==> src/rtl/guard_pkg.sv <==
package guard_pkg;

  typedef struct packed {
    logic       open;
    logic       rsvd;
    logic       hi_off;
    logic [1:0] hi_sz;
    logic       lo_off;
    logic [1:0] lo_sz;
  } prot_t;

  localparam prot_t LOCK_ALL = prot_t'(8'h7F);

  // a window loosens when it was enabled and is now disabled or smaller
  function automatic logic window_loosens(logic off_o, logic [1:0] sz_o,
                                          logic off_n, logic [1:0] sz_n);
    return !off_o && (off_n || (sz_n < sz_o));
  endfunction

  function automatic logic loosens(prot_t cur, prot_t nxt);
    return (!cur.open && nxt.open)
        || window_loosens(cur.hi_off, cur.hi_sz, nxt.hi_off, nxt.hi_sz)
        || window_loosens(cur.lo_off, cur.lo_sz, nxt.lo_off, nxt.lo_sz);
  endfunction

endpackage

==> src/rtl/guard_region.sv <==
module guard_region #(
  parameter int ADDR_W = 17,
  parameter int UNIT   = 2048,
  parameter int BASE   = 32768,
  parameter bit AT_TOP = 1'b0
) (
  input  logic [ADDR_W-1:0] addr,
  input  logic              off,
  input  logic [1:0]        sz,
  output logic              hit
);
  localparam int AW1 = ADDR_W + 1;

  logic [AW1-1:0] span;
  logic [AW1-1:0] start;
  logic [AW1-1:0] a_ext;

  always_comb begin
    span  = AW1'(UNIT) << sz;
    a_ext = {1'b0, addr};
    if (AT_TOP) start = (AW1'(1) << ADDR_W) - span;
    else        start = AW1'(BASE);
    hit = !off && (a_ext >= start) && (a_ext < start + span);
  end
endmodule

==> src/rtl/guard_reg.sv <==
module guard_reg
  import guard_pkg::*;
(
  input  logic       clk,
  input  logic       rst,
  input  logic [7:0] boot_byte,
  input  logic       boot_dbl,
  input  logic       wr_en,
  input  logic [7:0] wdata,
  output prot_t      q
);
  prot_t req_n;
  logic  accept;
  logic  unused_rsvd;

  assign unused_rsvd = wdata[6];

  always_comb begin
    req_n      = prot_t'(wdata);
    req_n.rsvd = q.rsvd;
    accept     = !loosens(q, req_n);
  end

  always_ff @(posedge clk) begin
    if (rst)                 q <= boot_dbl ? LOCK_ALL : prot_t'(boot_byte);
    else if (wr_en && accept) q <= req_n;
  end
endmodule

==> src/rtl/guard_check.sv <==
module guard_check (
  input  logic clk,
  input  logic rst,
  input  logic req_valid,
  input  logic blk_erase,
  input  logic addr_prot,
  input  logic any_prot,
  input  logic clr_flag,
  output logic resp_valid,
  output logic resp_ok,
  output logic viol
);
  logic deny;

  assign deny = blk_erase ? any_prot : addr_prot;

  always_ff @(posedge clk) begin
    if (rst) begin
      resp_valid <= 1'b0;
      resp_ok    <= 1'b0;
      viol       <= 1'b0;
    end else begin
      resp_valid <= req_valid;
      resp_ok    <= req_valid && !deny;
      if (req_valid && deny) viol <= 1'b1;
      else if (clr_flag)     viol <= 1'b0;
    end
  end
endmodule

==> src/rtl/flash_prot_guard.sv <==
module flash_prot_guard
  import guard_pkg::*;
#(
  parameter int ADDR_W   = 17,
  parameter int UNIT     = 2048,
  parameter int LOW_BASE = 32768
) (
  input  logic              clk,
  input  logic              rst,
  input  logic [7:0]        boot_byte,
  input  logic              boot_dbl,
  input  logic              bus_wr,
  input  logic              bus_sel,
  input  logic [7:0]        bus_wdata,
  input  logic              req_valid,
  input  logic [1:0]        req_kind,
  input  logic [ADDR_W-1:0] req_addr,
  output logic [7:0]        prot_q,
  output logic              resp_valid,
  output logic              resp_ok,
  output logic              viol_flag
);
  prot_t      cur;
  logic [1:0] hit;
  logic       addr_prot;
  logic       any_prot;

  guard_reg u_reg (
    .clk       (clk),
    .rst       (rst),
    .boot_byte (boot_byte),
    .boot_dbl  (boot_dbl),
    .wr_en     (bus_wr && !bus_sel),
    .wdata     (bus_wdata),
    .q         (cur)
  );

  for (genvar g = 0; g < 2; g++) begin : g_win
    guard_region #(
      .ADDR_W (ADDR_W),
      .UNIT   (UNIT),
      .BASE   (LOW_BASE),
      .AT_TOP (g == 0)
    ) u_win (
      .addr (req_addr),
      .off  ((g == 0) ? cur.hi_off : cur.lo_off),
      .sz   ((g == 0) ? cur.hi_sz  : cur.lo_sz),
      .hit  (hit[g])
    );
  end

  assign addr_prot = !cur.open || (|hit);
  assign any_prot  = !cur.open || !cur.hi_off || !cur.lo_off;

  guard_check u_chk (
    .clk        (clk),
    .rst        (rst),
    .req_valid  (req_valid),
    .blk_erase  (req_kind[1]),
    .addr_prot  (addr_prot),
    .any_prot   (any_prot),
    .clr_flag   (bus_wr && bus_sel && bus_wdata[0]),
    .resp_valid (resp_valid),
    .resp_ok    (resp_ok),
    .viol       (viol_flag)
  );

  assign prot_q = cur;
endmodule

==> config.mk <==
export PLATFORM = sky130hd
export DESIGN_NAME = flash_prot_guard
export DESIGN_NICKNAME = d
export VERILOG_FILES = /design/src/rtl/guard_pkg.sv /design/src/rtl/guard_region.sv /design/src/rtl/guard_reg.sv /design/src/rtl/guard_check.sv /design/src/rtl/flash_prot_guard.sv
export SDC_FILE = /design/constraint.sdc
export NUM_CORES = 1
export LEC_CHECK = 0
export BUFFER_PORTS_ARGS = -buffer_cell sky130_fd_sc_hd__buf_2
export CAP_MARGIN = 20
export CELL_PAD_IN_SITES_DETAIL_PLACEMENT = 1
export CELL_PAD_IN_SITES_GLOBAL_PLACEMENT = 1
export CORE_UTILIZATION = 29
export CTS_BUF_LIST = sky130_fd_sc_hd__clkbuf_8
export CTS_CLUSTER_SIZE = 14
export DETAILED_ROUTE_END_ITERATION = 8
export PLACE_DENSITY = 0.78
export SLEW_MARGIN = 5
export SYNTH_ARGS = -nofsm -noshare
export SYNTH_HDL_FRONTEND = slang
export SYNTH_HIERARCHICAL = 1
export SYNTH_SLANG_ARGS = --single-unit
==> constraint.sdc <==
create_clock -name clk -period 2.3 [get_ports clk]
set_clock_uncertainty 0.05 [all_clocks]
set_input_delay 0.115 -clock clk [delete_from_list [all_inputs] [get_ports clk]]
set_output_delay 0.115 -clock clk [all_outputs]
set_load 0.05 [all_outputs]
# --- After elaboration in Yosys (flattened, before gate mapping) ---
# Index checks and enable logic that the tools add are counted.
classes:
  add_sub_neg: 3
  multipliers: 0
  n_div: 0
  order_cmp: 6
  eq_ne: 0
  n_shift: 2
  mux: 6
  n_bitwise: 0
  n_reduce_logical: 29
ops:
  columns: ["cell", "n"]
  rows:
  - ["less-than comparator 17 x 18 -> 1 bit", 2]
  - ["left shift 12 x 2 -> 18 bit, first input constant", 2]
  - ["2-to-1 mux 8 bit", 3]
  - ["adder 16 x 18 -> 18 bit, first input constant", 1]
  - ["adder 18 bit", 1]
  - [">= comparator 17 x 18 -> 1 bit", 1]
  - ["subtractor 18 bit, first input constant", 1]
  - [">= comparator 17 x 16 -> 1 bit, second input constant", 1]
  - ["logical AND 1 bit", 13]
  - ["logical OR 1 bit", 7]
  - ["logical NOT 1 bit", 6]
  - ["less-than comparator 2 bit", 2]
  - ["nonzero test 2 bit", 2]
  - ["2-to-1 mux 1 bit", 3]
  - ["OR reduction 2 bit", 1]
word_totals:
  ff_bits: 11
  latchBits: 0
  ramBits: 0
  mem_bits_ro: 0
  inputBits: 41
  out_inout_bits: 11
  word_cells: 55
  n_memories: 0

# --- Depth between registers and ports, before layout ---
logic_depth:
  ltp_word: 10
  ltp_mapped: 10
  depth_no_buf: 10

# --- Hierarchy ---
# The synthesis kept the hierarchy.
by_module_without_submodules:
  columns: ["module", "instances", "cells_each", "area_per_inst_um2", "seq_area_each_um2"]
  rows:
  - ["guard_reg", 1, 35, 430.4, 240.2]
  - ["guard_region at g_win[0].u_win", 1, 28, 222.7, 0.0]
  - ["guard_region at g_win[1].u_win", 1, 14, 110.1, 0.0]
  - ["guard_check", 1, 9, 98.8, 60.1]
  - ["flash_prot_guard", 1, 4, 26.3, 0.0]

# --- Worst setup path before layout ---
# No wires, ideal clock.
synth_path:
  path_kind: "register to register"
  startpoint: "register u_reg/q[4] in the netlist's numbering"
  endpoint: "register u_chk.viol"
  setup_time_ns: 0.125
  arrival_time_ns: 2.567
  required_time_ns: 2.125
  setup_slack_ns: -0.442
  stages_incl_launch_ff: 11
  n_path_buf: 0
  period_less_slack_ns: 2.742
  cell_sequence: "edfxtp_1 or2_2 ha_1 nor2b_2 ha_1 nor4_1 a211o_1 nor3_1 or3b_1 mux2i_1 o32ai_1"
synth_via:
  elab_chain_cells: 10
  word_cells_on_any_way: 13
  cone_classes: "add/sub: 2; order compare: 2; shift: 1; mux: 2; reduce/logical: 6"
synth_lines:
  columns: ["element", "line_no", "source"]
  rows:
  - ["start, declared", "guard_reg.sv:10", "output prot_t q"]
  - ["start signal, assigned", "guard_reg.sv:25", "if (rst) q <= boot_dbl ? LOCK_ALL : prot_t'(boot_byte);"]
  - ["start signal, assigned", "guard_reg.sv:26", "else if (wr_en && accept) q <= req_n;"]
  - ["left shift 12 x 2 -> 18 bit *", "guard_region.sv:19", "span = AW1'(UNIT) << sz;"]
  - ["subtractor 18 bit", "guard_region.sv:21", "if (AT_TOP) start = (AW1'(1) << ADDR_W) - span;"]
  - ["adder 18 bit / >= comparator 17 x 18 -> 1 bit (equally long branches)", "guard_region.sv:23", "hit = !off && (a_ext >= start) && (a_ext < start + span);"]
  - ["less-than comparator 17 x 18 -> 1 bit / logical AND 1 bit (equally long branches)", "guard_region.sv:23", null]
  - ["logical AND 1 bit *", "guard_region.sv:23", null]
  - ["named net hit[0]", "flash_prot_guard.sv:24", "logic [1:0] hit;"]
  - ["OR reduction 2 bit *", "flash_prot_guard.sv:52", "assign addr_prot = !cur.open || (|hit);"]
  - ["logical OR 1 bit *", "flash_prot_guard.sv:52", null]
  - ["named net addr_prot", "flash_prot_guard.sv:25", "logic addr_prot;"]
  - ["2-to-1 mux 1 bit *", "guard_check.sv:15", "assign deny = blk_erase ? any_prot : addr_prot;"]
  - ["logical AND 1 bit *", "guard_check.sv:25", "if (req_valid && deny) viol <= 1'b1;"]
  - ["2-to-1 mux 1 bit / nonzero test 2 bit (equally long branches)", null, null]
  - ["end signal, assigned", "guard_check.sv:21", "viol <= 1'b0;"]
  - ["end signal, assigned", "guard_check.sv:25", null]
  - ["end signal, assigned", "guard_check.sv:26", "else if (clr_flag) viol <= 1'b0;"]
  - ["end, declared", "guard_check.sv:11", "output logic viol"]
# Mark *: on every way through the listed nets, which the timed path passes. The rest lies on a longest branch.
# A chain may end at the register's enable or synchronous reset.

# --- Worst setup path after layout ---
# Ends and elaborated chain as after synthesis.

==> summary.md <==
| Metric | Value |
|---|---|
| Via count | `around 850` |
| Leak pwr | `about 0.61 nW` |
| GRT overflow | `0` |
| Antenna diodes | `0` |
| Crit path top cell by count | `ha_4` |
| Pin count of the biggest net entering global routing | `15` |
| # rows | `19` |
| Fin. max-slew vios | `0` |
| Placed Area | `between 1000 and 1500 µm²` |
| Clock root buffer | `clkbuf_8` |
| Initial antenna violation count | `0` |
| Critical-path cell list | `or2_4, ha_4, inv_2, ha_4, nor4_4, a211o_1, nor3_1, or3b_1, mux2i_2, o32ai_1` |
| Final #Nets | `195` |
| Sum Neg Setup Slack | `-0.3618 ns` |
| Total routed wirelength | `roughly 2300 µm` |
| Synth Area per Inst | `between 9 and 10 µm²` |
| Synth top area cells | `edfxtp_1 27%, ha_1 21%, dfxtp_1 6.8%` |
| Initial core utilization | `31.40%` |
| Post-synth ARST share | `0%` |
| Post-Syn Instances | `90` |
| RSZ-0062 raised after global routing | `yes` |
| CP max stage delay | `0.42 ns` |
| Final period util | `108.6%` |
| Synth Area in XOR/XNOR | `0%` |
| Cell taking the most area after synthesis | `edfxtp_1` |
| CTS tree | `done` |
| Final HPWL DP | `about 1900 µm` |
| Pre-CTS setup slack | `-0.1723 ns` |
| CTS clk-pin slew, worst paths | `0.05 ns` |
| Setup crit start kind | `flop` |
| Power per cell area | `roughly 520 nW/µm²` |
| Die area | `approximately 3300 µm²` |
| DRT iter0 DRCs | `25` |
| Final Hold Fails | `0` |
| Post-synth cell types | `38` |
| Register area share after synthesis | `33.80%` |
| CP max-delay cell | `edfxtp_1` |
| Post-synthesis compound-gate area fraction | `between 15 and 20%` |
| Core Box Area | `2829 µm²` |
| Mux cell area share after synthesis | `~1.1%` |
| Final ANT Viol Nets | `0` |
| DRC errors left | `3` |
| Post-Synth Simple-Gate Area | `21.69%` |
| Inserted Clock Buffers | `3` |
| Clock Latency Late Sink | `about 0.23 ns` |
| H-tree Lvls | `1` |
| Max clock buf depth | `2` |
| Routed len/inst | `between 10 and 15 µm` |
| Final worst slack | `-0.1968 ns` |
| HP Class | `in -> reg` |
| WP data arrival | `between 2 and 3 ns` |
| Failing checks | `DRC, setup timing` |
| Final GP Congestion | `about 0.8` |
| Number of global-route vias before repair | `863` |
| Number of flops mapped to enable cells by yosys | `8` |
| Critical path class | `reg -> reg` |
| CP Max Fanout | `4` |
| Fin crit period | `approximately 2.5 ns` |
| Synth top area share | `a little over a quarter` |
| Die H | `57.35 µm` |
| Worst IR Drop VDD | `approximately 0.36 mV` |
| Design area | `~1300 µm²` |
| Port Buffers | `38` |
| Commonest cells post-synth | `15 x ha_1, 9 x inv_1, 8 x edfxtp_1, 7 x nand2b_1, 5 x o22a_1` |
| Ys flop type | `edfxtp_1` |
| CTS Hold Bufs | `0` |
| Layout area overhead | `42.39%` |
| Layout cells sized above 1 | `between 40% and 50%` |
| Avg Vias per Cell | `around 5.0` |
| Post-Synth Adder-Cell Area | `about a fifth` |
| Gr usage total | `between 10% and 20%` |
| First-pass GRT wire length | `roughly 3600 µm` |
| DR pass1 iterations | `6` |
| CP Capture Type | `flop` |
| CP required | `2.35 ns` |
| Die X-Extent | `about 57 µm` |
| Final Setup Violations | `2` |
| Yosys reg bits | `11` |
| Clock sink count | `11` |
| Cell Area, Synth | `888.4 µm²` |
| Most frequent cell after synthesis | `ha_1` |
| Worst reg2reg setup slack | `-0.20 ns` |
| Max Cap Viol | `0` |
| # IOs | `52` |
| Largest family of logic cells by synthesized area | `simple AND/OR/NAND/NOR gates` |
| Status | `finished with violations` |
| Setup bufs post-CTS | `0` |
| Maximum clock rate | `approximately 400 MHz` |
| Synth warn | `6` |
| Mapped Nets | `~150` |
| Pwr Total | `roughly 0.00066 W` |
==> path summary, 6_finish.rpt <==
path,cells past startpoint,start,to
min reg2reg,2,u_chk/viol,u_chk/viol
max,10,u_reg/q[4],u_chk/viol
min,3,req_valid,u_chk/resp_valid
max reg2reg,10,u_reg/q[4],u_chk/viol
==> layout by cell type (no fill, tap or decap), types with 2 or more instances in the layout <==
cell and instances:
inv_2 2, o22a_1 5, conb_1 2, nor2b_1 3, nor2_1 3, buf_2 38
o21ai_1 3, nand2b_1 7, dfxtp_1 3, nor3_1 2, edfxtp_1 8, inv_1 9
o21ai_0 2, nand2_1 2, ha_4 2, ha_1 12, clkbuf_8 3, buf_4 7
==> sequential cells by signal (all words and copies together), names as in the netlist <==
signal            cells
u_chk/viol            1
u_chk/resp_valid      1
u_chk/resp_ok         1
u_reg/q               8
==> worst max-delay path: cells and delay by family, from the launching register on <==
family	cells	cell delay, ns
and+or+nand+nor	4	0.94
DFF	1	0.42
adders and majority gates	2	0.41
AOI/OAI and AO/OA	2	0.28
muxes	1	0.22
buffers and inverters	1	0.03
==> cell families after synthesis <==
logic type,after synthesis
buf+inv,11
other cells,2
compound gates,20
mux,1
fa+ha+maj,15
simple gates,30
flops,11
==> final cells by class <==
type | instances | area [µm²]
fillers | 351 | 1564
multi-input cells | 68 | 600.6
flip-flops and latches | 11 | 300.3
repair buffers | 45 | 242.7
clock buffers | 3 | 41.29
well taps | 31 | 38.79
inverters | 10 | 37.54
clock inverters | 1 | 3.754
==> metal layers <==
layer | up-vias | part of all wire (%) | GRT usage (%)
met2 | 35 | 53 | 26.08
met1 | 387 | 41 | 16.67
li1 | 422 | - | -
met5 | - | 0 | 0
met4 | 0 | 1.2 | 5.226
met3 | 4 | 5.0 | 2.268
==> power breakdown <==
| part | internal, W | switching, W | leakage [nW] |
|---|---|---|---|
| clock | 0.000117 | 0.0000663 | 0.0269 |
| combinational | 0.0000974 | 0.000133 | 0.486 |
| sequential | 0.000231 | 0.0000106 | 0.101 |
| total | 0.000445 | 0.000210 | 0.614 |
==> through the flow <==
step	util, %	hold WS [ns]	cells
after floorplan	-	0.1686	90
after global placement	42.68	0.2981	165
after detailed placement	42.68	0.3089	165
after CTS	44.41	0.06752	169
after global routing	44.71	0.09068	169
final	44.71	0.06792	169
==> what timing repair did <==
item	4_1_cts	5_1_grt
pin swaps	1	1
gates resized for setup	1	1
endpoints found under the setup margin	2	2
Note: power is estimated with default switching activity, not from simulation.
